===== src/rtl/async_rx_pkg.sv =====
package async_rx_pkg;

    localparam int REG_W = 8;

    typedef enum logic [1:0] {
        PAR_NONE = 2'd0,
        PAR_ZERO = 2'd1,
        PAR_ODD  = 2'd2,
        PAR_EVEN = 2'd3
    } par_mode_e;

    typedef enum logic [2:0] {
        ST_IDLE,
        ST_START,
        ST_DATA,
        ST_PAR,
        ST_STOP
    } rx_state_e;

    // One completed character as handed from the shifter to the register file
    typedef struct packed {
        logic [REG_W-1:0] data;
        logic             par_err;
        logic             frm_err;
    } rx_frame_t;

    // Packed so that par_err lands on bit 2, frm_err on bit 1, ovr_err on bit 0
    typedef struct packed {
        logic par_err;
        logic frm_err;
        logic ovr_err;
    } rx_flags_t;

    function automatic logic parity_bad(input par_mode_e mode,
                                        input logic [REG_W-1:0] data,
                                        input logic pbit);
        case (mode)
            PAR_ZERO: return pbit;
            PAR_ODD:  return ~(^data ^ pbit);
            PAR_EVEN: return ^data ^ pbit;
            default:  return 1'b0;
        endcase
    endfunction

endpackage


===== src/rtl/async_rx_sync.sv =====
module async_rx_sync #(
    parameter int STAGES = 2
) (
    input  logic clk,
    input  logic rst,
    input  logic din,
    output logic dout
);
    generate
        if (STAGES <= 1) begin : g_single
            logic stage_q;
            always_ff @(posedge clk) begin
                if (rst) stage_q <= 1'b1;
                else     stage_q <= din;
            end
            assign dout = stage_q;
        end else begin : g_chain
            logic [STAGES-1:0] chain_q;
            always_ff @(posedge clk) begin
                if (rst) chain_q <= '1;
                else     chain_q <= {chain_q[STAGES-2:0], din};
            end
            assign dout = chain_q[STAGES-1];
        end
    endgenerate
endmodule


===== src/rtl/async_rx_deser.sv =====
module async_rx_deser
    import async_rx_pkg::*;
#(
    parameter int DATA_BITS  = 8,
    parameter int OVERSAMPLE = 16
) (
    input  logic      clk,
    input  logic      rst,
    input  logic      active,
    input  logic      tick,
    input  logic      rxd_s,
    input  par_mode_e mode,
    output logic      done,
    output rx_frame_t frame,
    output logic      busy
);
    localparam int CNT_W  = $clog2(OVERSAMPLE);
    localparam int BIDX_W = (DATA_BITS > 1) ? $clog2(DATA_BITS) : 1;
    localparam logic [CNT_W-1:0]  MID     = CNT_W'(OVERSAMPLE / 2 - 1);
    localparam logic [CNT_W-1:0]  LAST    = CNT_W'(OVERSAMPLE - 1);
    localparam logic [BIDX_W-1:0] TOP_BIT = BIDX_W'(DATA_BITS - 1);

    rx_state_e             state;
    logic                  armed;
    logic [CNT_W-1:0]      cnt;
    logic [BIDX_W-1:0]     bidx;
    logic [DATA_BITS-1:0]  shreg;
    logic                  pbit;

    assign busy = (state != ST_IDLE);

    always_ff @(posedge clk) begin
        if (rst || !active) begin
            state <= ST_IDLE;
            armed <= 1'b0;
            cnt   <= '0;
            bidx  <= '0;
            shreg <= '0;
            pbit  <= 1'b0;
            done  <= 1'b0;
            frame <= '0;
        end else begin
            done <= 1'b0;
            unique case (state)
                ST_IDLE: begin
                    cnt <= '0;
                    if (armed && !rxd_s) state <= ST_START;
                    else if (rxd_s)      armed <= 1'b1;
                end
                ST_START: if (tick) begin
                    if (cnt == MID) begin
                        cnt   <= '0;
                        bidx  <= '0;
                        state <= rxd_s ? ST_IDLE : ST_DATA;
                    end else cnt <= cnt + 1'b1;
                end
                ST_DATA: if (tick) begin
                    if (cnt == LAST) begin
                        cnt   <= '0;
                        shreg <= {rxd_s, shreg[DATA_BITS-1:1]};
                        if (bidx == TOP_BIT)
                            state <= (mode == PAR_NONE) ? ST_STOP : ST_PAR;
                        else
                            bidx <= bidx + 1'b1;
                    end else cnt <= cnt + 1'b1;
                end
                ST_PAR: if (tick) begin
                    if (cnt == LAST) begin
                        cnt   <= '0;
                        pbit  <= rxd_s;
                        state <= ST_STOP;
                    end else cnt <= cnt + 1'b1;
                end
                ST_STOP: if (tick) begin
                    if (cnt == LAST) begin
                        cnt           <= '0;
                        done          <= 1'b1;
                        frame.data    <= REG_W'(shreg);
                        frame.par_err <= parity_bad(mode, REG_W'(shreg), pbit);
                        frame.frm_err <= !rxd_s;
                        armed         <= 1'b0;
                        state         <= ST_IDLE;
                    end else cnt <= cnt + 1'b1;
                end
                default: state <= ST_IDLE;
            endcase
        end
    end
endmodule


===== src/rtl/async_rx_regs.sv =====
module async_rx_regs
    import async_rx_pkg::*;
(
    input  logic             clk,
    input  logic             rst,
    input  logic             off,
    input  logic             done,
    input  rx_frame_t        frame,
    input  logic             rd_en,
    input  logic             rd_addr,
    output logic [REG_W-1:0] rd_data,
    output rx_flags_t        flags,
    output logic [REG_W-1:0] buf_q,
    output logic             buf_full
);
    logic      stat_rd, buf_rd, store, lost;
    rx_flags_t new_flags;

    assign stat_rd = rd_en && !rd_addr;
    assign buf_rd  = rd_en && rd_addr;
    // A buffer read in the completion cycle counts as happening first
    assign store   = done && (!buf_full || buf_rd);
    assign lost    = done && buf_full && !buf_rd;

    assign new_flags.par_err = done && frame.par_err;
    assign new_flags.frm_err = done && frame.frm_err;
    assign new_flags.ovr_err = lost;

    always_ff @(posedge clk) begin
        if (rst || off) begin
            flags    <= '0;
            buf_full <= 1'b0;
        end else begin
            flags    <= (stat_rd ? rx_flags_t'('0) : flags) | new_flags;
            buf_full <= store ? 1'b1 : (buf_rd ? 1'b0 : buf_full);
        end
    end

    always_ff @(posedge clk) begin
        if (rst)        buf_q <= '0;
        else if (store) buf_q <= frame.data;
    end

    always_comb begin
        if (rd_addr)  rd_data = buf_q;
        else if (off) rd_data = '0;
        else          rd_data = {{(REG_W-3){1'b0}}, flags};
    end
endmodule


===== src/rtl/async_rx_core.sv =====
module async_rx_core
    import async_rx_pkg::*;
#(
    parameter int DATA_BITS   = 8,
    parameter int OVERSAMPLE  = 16,
    parameter int SYNC_STAGES = 2
) (
    input  logic             clk,
    input  logic             rst,
    input  logic             pwr_en,
    input  logic             rx_en,
    input  logic [1:0]       par_mode,
    input  logic             baud_tick,
    input  logic             rxd,
    input  logic             rd_en,
    input  logic             rd_addr,
    output logic [REG_W-1:0] rd_data,
    output logic             rx_done
);
    logic             pwr_ok;
    logic             active;
    logic             off;
    logic             rxd_s;
    logic             rx_busy;
    rx_frame_t        frame;
    rx_flags_t        stat_flags;
    logic [REG_W-1:0] buf_q;
    logic             buf_full;

    // Power must have been up across one tick before receive may start
    always_ff @(posedge clk) begin
        if (rst || !pwr_en) pwr_ok <= 1'b0;
        else if (baud_tick) pwr_ok <= 1'b1;
    end

    assign active = pwr_ok && rx_en;
    assign off    = !pwr_en && !rx_en;

    async_rx_sync #(.STAGES(SYNC_STAGES)) u_sync (
        .clk  (clk),
        .rst  (rst),
        .din  (rxd),
        .dout (rxd_s)
    );

    async_rx_deser #(.DATA_BITS(DATA_BITS), .OVERSAMPLE(OVERSAMPLE)) u_deser (
        .clk    (clk),
        .rst    (rst),
        .active (active),
        .tick   (baud_tick),
        .rxd_s  (rxd_s),
        .mode   (par_mode_e'(par_mode)),
        .done   (rx_done),
        .frame  (frame),
        .busy   (rx_busy)
    );

    async_rx_regs u_regs (
        .clk      (clk),
        .rst      (rst),
        .off      (off),
        .done     (rx_done),
        .frame    (frame),
        .rd_en    (rd_en),
        .rd_addr  (rd_addr),
        .rd_data  (rd_data),
        .flags    (stat_flags),
        .buf_q    (buf_q),
        .buf_full (buf_full)
    );
endmodule


===== config.mk =====
export PLATFORM = sky130hd
export DESIGN_NAME = async_rx_core
export DESIGN_NICKNAME = d
export VERILOG_FILES = /design/src/rtl/async_rx_pkg.sv /design/src/rtl/async_rx_sync.sv /design/src/rtl/async_rx_deser.sv /design/src/rtl/async_rx_regs.sv /design/src/rtl/async_rx_core.sv
export SDC_FILE = /design/constraint.sdc
export NUM_CORES = 1
export LEC_CHECK = 0
export BUFFER_PORTS_ARGS = -buffer_cell sky130_fd_sc_hd__buf_2
export CELL_PAD_IN_SITES_DETAIL_PLACEMENT = 1
export CELL_PAD_IN_SITES_GLOBAL_PLACEMENT = 1
export CORE_ASPECT_RATIO = 1.75
export CORE_MARGIN = 2
export CORE_UTILIZATION = 44
export CTS_CLUSTER_DIAMETER = 30
export DETAILED_ROUTE_END_ITERATION = 8
export PLACE_DENSITY_LB_ADDON = 0.1
export SETUP_SLACK_MARGIN = 0.05
export SLEW_MARGIN = 0
export SYNTH_ARGS = -nofsm -noshare
export SYNTH_HDL_FRONTEND = slang
export SYNTH_HIERARCHICAL = 1
export SYNTH_SLANG_ARGS = --single-unit

===== constraint.sdc =====
create_clock -name clk -period 2.45 [get_ports clk]
set_input_delay 0.3675 -clock clk [delete_from_list [all_inputs] [get_ports clk]]
set_output_delay 0.3675 -clock clk [all_outputs]
set_load 0.01 [all_outputs]

Word-level counts from Yosys, hierarchy flattened
Index checks and enable logic that the tools add are counted.
{"block": "totals", "reg_bits": 46, "latch_bits": 0, "ramBits": 0, "romBits": 0, "inputBits": 10, "out_inout_bits": 9, "elab_cells": 121, "memories": 0}
{"block": "classes", "add_sub_neg": 2, "multipliers": 0, "div": 0, "order_cmp": 0, "n_eq_ne": 24, "shift": 0, "n_mux": 36, "bitwise_logic": 5, "reduce_logical": 37}
{"op": "two-way mux 3 bit", "count": 18}
{"op": "two-way mux 4 bit", "count": 4}
{"op": "case mux 3 bit (5 select lines)", "count": 1}
{"op": "!= test 2 x 1 -> 1 bit (second input constant)", "count": 7}
{"op": "!= test 2 bit (second input constant)", "count": 7}
{"op": "case mux 4 bit (3 select lines)", "count": 1}
{"op": "AND reduction 3 bit", "count": 4}
{"op": "logical AND 1 bit", "count": 10}
{"op": "AND reduction 10 bit", "count": 1}
{"op": "two-way mux 8 bit", "count": 1}
{"op": "XOR reduction 8 bit", "count": 1}
{"op": "logical NOT 1 bit", "count": 7}
{"op": "two-way mux 1 bit", "count": 7}
{"op": "equality test 3 x 2 -> 1 bit (second input constant)", "count": 2}
{"op": "equality test 3 bit (second input constant)", "count": 2}
{"op": "case mux 3 bit (2 select lines)", "count": 1}
{"op": "AND reduction 6 bit", "count": 1}
{"op": "nonzero test 2 bit", "count": 3}
{"op": "OR reduction 3 bit", "count": 2}
{"op": "AND reduction 5 bit", "count": 1}
{"op": "adder 4 x 1 -> 4 bit (second input constant)", "count": 1}
{"op": "equality test 2 bit (second input constant)", "count": 2}
{"op": "equality test 4 x 3 -> 1 bit (second input constant)", "count": 1}
{"op": "equality test 4 bit (second input constant)", "count": 1}
{"op": "13 further kinds", "count": 18}

Longest topological paths before layout
{"block": "logic_depth", "ltp_word": 6, "ltp_mapped": 8, "ltp_nobuf": 8}

Hierarchy
Netlist, hierarchy kept.
{"module": "async_rx_deser", "n_inst": 1, "cells_each": 166, "area_per_inst_um2": 1441.4, "seq_area_each_um2": 620.6}
{"module": "async_rx_regs", "n_inst": 1, "cells_each": 63, "area_per_inst_um2": 585.6, "seq_area_each_um2": 240.2}
{"module": "async_rx_sync", "n_inst": 1, "cells_each": 4, "area_per_inst_um2": 52.6, "seq_area_each_um2": 40.0}
{"module": "async_rx_core", "n_inst": 1, "cells_each": 5, "area_per_inst_um2": 47.5, "seq_area_each_um2": 20.0}

Worst setup path after synthesis
OpenSTA, ideal clock, no wires.
{"block": "synth_path", "kind": "register -> register", "startpoint": "reg u_deser.cnt[0]", "endpoint": "reg u_deser.shreg[0]", "setup_ps": 128, "arrival_ps": 1574, "required_time_ps": 2322, "path_slack_ps": 748, "path_stages_with_launch": 6, "n_path_buf": 0, "period_less_slack_ps": 1702, "path_cell_list": "dfxtp_1 ha_1 nand3_1 nor3_2 mux2i_1 nor2_1"}
{"block": "synth_between", "elab_chain_len": 2}
{"item": "from (decl)", "line_no": "async_rx_deser.sv:25", "source": "logic [CNT_W-1:0] cnt;"}
{"item": "from (signal assigned)", "line_no": "async_rx_deser.sv:55", "source": "end else cnt <= cnt + 1'b1;"}
{"item": "from (signal assigned)", "line_no": "async_rx_deser.sv:65", "source": "end else cnt <= cnt + 1'b1;"}
{"item": "from (signal assigned)", "line_no": "async_rx_deser.sv:72", "source": "end else cnt <= cnt + 1'b1;"}
{"item": "equality test 4 bit", "line_no": "async_rx_deser.sv:58", "source": "if (cnt == LAST) begin"}
{"item": "AND reduction 3 bit (no source line)"}
{"item": "to (signal assigned)", "line_no": "async_rx_deser.sv:60", "source": "shreg <= {rxd_s, shreg[DATA_BITS-1:1]};"}
{"item": "to (decl)", "line_no": "async_rx_deser.sv:27", "source": "logic [DATA_BITS-1:0] shreg;"}
Every way passes these cells.
A chain may end at the register's enable or synchronous reset.

Final worst setup path
{"block": "layout_path", "startpoint": "reg u_deser.cnt[0]", "endpoint": "reg u_deser/frame[9] (netlist name)"}
{"block": "layout_between", "elab_chain_len": 2}
{"item": "equality test 4 bit", "line_no": "async_rx_deser.sv:75", "source": "if (cnt == LAST) begin"}
{"item": "AND reduction 3 bit (no source line)"}
Every way passes these cells.

==> reports/metrics.csv <==
metric,value,unit
status,finished clean,
antenna cells,0,
drt pass-1 iters,4,
area delta synth->final,10.5,%
CP Max Fanout,10,
Peak VDD IR,362,uV
pwr dens,536,nW/um2
die span in x,56.5,um
largest net degree at the start of global routing,25,
initial antenna violation count,0,
CP arrival,2230,ps
Via Count,1718,
share of post-route cells with drive strength above 1,13.7,%
Min Hold Slack,253,ps
min Tclk post-route,2000,ps
pre-CTS setup slack,505,ps
clock sinks,46,
root buf cell,clkbuf_8,
grt ovf,0,
sequential cell area,921,um2
postcts setup bufs,0,
first-pass GRT wire length,7.90,mm
Post-Syn Nets,250,
CTS resizes,0,
clock slew at reported path FFs,80,ps
Hold Path Sink,u_sync/g_chain.chain_q[0],
post-synthesis cell count,237,
Final period util,81.4,%
leak pwr,0.849,nW
Initial Util,45.5,%
Core ar.,4670,um2
yosys warns,6,
fin util,50.3,%
Global Route Usage Sum,18.3,%
die height,95.9,um
Synth Area per Inst,8.96,um2
Fin. Hold Viols,0,
CTS buffer count,5,
DP Wirelength,3.41,mm
drt wl/cell,14.4,um
critical path required time,2690,ps
vias per cell,5.58,
crit path capture type,flop,
# IOs,19,
Tightest Hold Check Type,input port to flop,
DRT Wirelength,4.44,mm
Mapped Area,2120,um2
worst-margin pin slew,636,ps
Fillers,572,
# setup viols final,0,
max-cap viol count,0,
port bufs,18,
final cell count without fillers,308,
HP Start,rxd,
vias in the first global route,1748,
unrepaired setup endpoints after global routing,no,
Crit Reg-Reg Endpoint,u_deser/frame[9],
cts hold-fix bufs,0,
residual DRC count,0,
DP Area,2260,um2
Worst Skew,2.66,ps
FMAX,0.501,GHz
# H-tree levels,2,
area of the multi-input gates,1140,um2
CP Class,flop to flop,
CTS tree,built,
Post-DRT Antenna Nets,0,
Hold Crit Depth,2,
Skew-Pair Late Insertion Delay,290,ps
Core Rows,33,
reg-to-reg setup timing slack,450,ps
R2R cell count,6,
Layout Nets,268,
pins over their slew limit,0,
Placed Instances,300,
Final Instance Area,2350,um2
Setup TNS Final,0,ps
drt initial violations,43,
Slew headroom,57.2,%
RePlAce Congestion,0.837,
R2R Path Start,u_deser/cnt[0],
final setup margin,455,ps
Longest Clk Path Bufs,2,
Total Power,1.26,mW
die area,5420,um2
critical path startpoint category,flop,
==> worst max-delay path: stages (launching register included) <==
cell,delay [ps]
dfxtp_1,380
ha_1,260
nand3_1,210
nor2_1,250
nand2_1,120
nor2_1,510
a22o_1,220
==> worst max-delay path by stage <==
| stage | startpoint | to | slack (ps) | cells after the start |
|---|---|---|---|---|
| 2_1_floorplan | u_deser/cnt[0] | u_deser/shreg[0] | 750 | 5 |
| 3_3_place_gp | u_deser/bidx[0] | u_deser/bidx[0] | 620 | 6 |
| 3_5_place_dp | u_deser/cnt[0] | u_deser/frame[7] | 500 | 6 |
| 4_1_cts | u_deser/cnt[0] | u_deser/frame[3] | 430 | 6 |
| 5_1_grt | u_deser/cnt[0] | u_deser/frame[7] | 210 | 6 |
| 6_report | u_deser/cnt[0] | u_deser/frame[9] | 450 | 6 |
==> cells in the final DEF, fill, tap and decap left out, types with 2 or more instances in the layout <==
master,count
xor2_1,2
clkbuf_8,6
dfxtp_1,46
buf_2,18
nand2_1,14
xnor2_1,6
a21oi_1,13
a22o_1,11
nor4_1,2
ha_1,3
inv_1,3
nor3_1,8
o21ai_0,5
nand3_1,6
or2_1,2
nor2_1,33
mux2i_1,17
o31ai_1,2
and2_1,8
o211ai_1,2
nand2b_1,21
buf_4,4
a22oi_1,3
==> final cells by class <==
cell class / instances / share of cell area [%]
Clock buffer: 7 / 3.68
Clock inverter: 1 / 0.213
Inverter: 3 / 0.480
Multi-Input combinational cell: 177 / 48.5
Sequential cell: 46 / 39.2
Tap cell: 52 / 2.77
Timing Repair Buffer: 22 / 5.12
==> power by group <==
part / total [mW] / leakage, nW / switching [mW] / internal (mW)
Clock: 0.465 / 0.0482 / 0.238 / 0.228
Combinational: 0.0408 / 0.429 / 0.0243 / 0.0165
Sequential: 0.751 / 0.371 / 0.00201 / 0.749
Total: 1.26 / 0.849 / 0.264 / 0.993
==> flip-flops by register name (all words and copies together) (netlist names) <==
name,flops
u_regs/buf_q,8
u_deser/bidx,3
u_deser/done,1
u_sync/g_chain.chain_q,2
u_deser/frame,10
u_deser/cnt,4
u_deser/state,3
pwr_ok,1
u_deser/pbit,1
u_deser/shreg,8
u_regs/flags,3
u_regs/buf_full,1
u_deser/armed,1
==> metal layers <==
metal  up-vias  share of wire [%]  global-route usage, %  routed length [um]
met5         -                  0                      0                   0
met4         0                2.2                   7.94                  96
met3         8                2.0                   2.55                  88
met2        17                 55                   36.3                2460
met1       832                 40                   18.3                1800
li1        861                  -                      -                   -
Power figures use the tool's default switching activity.
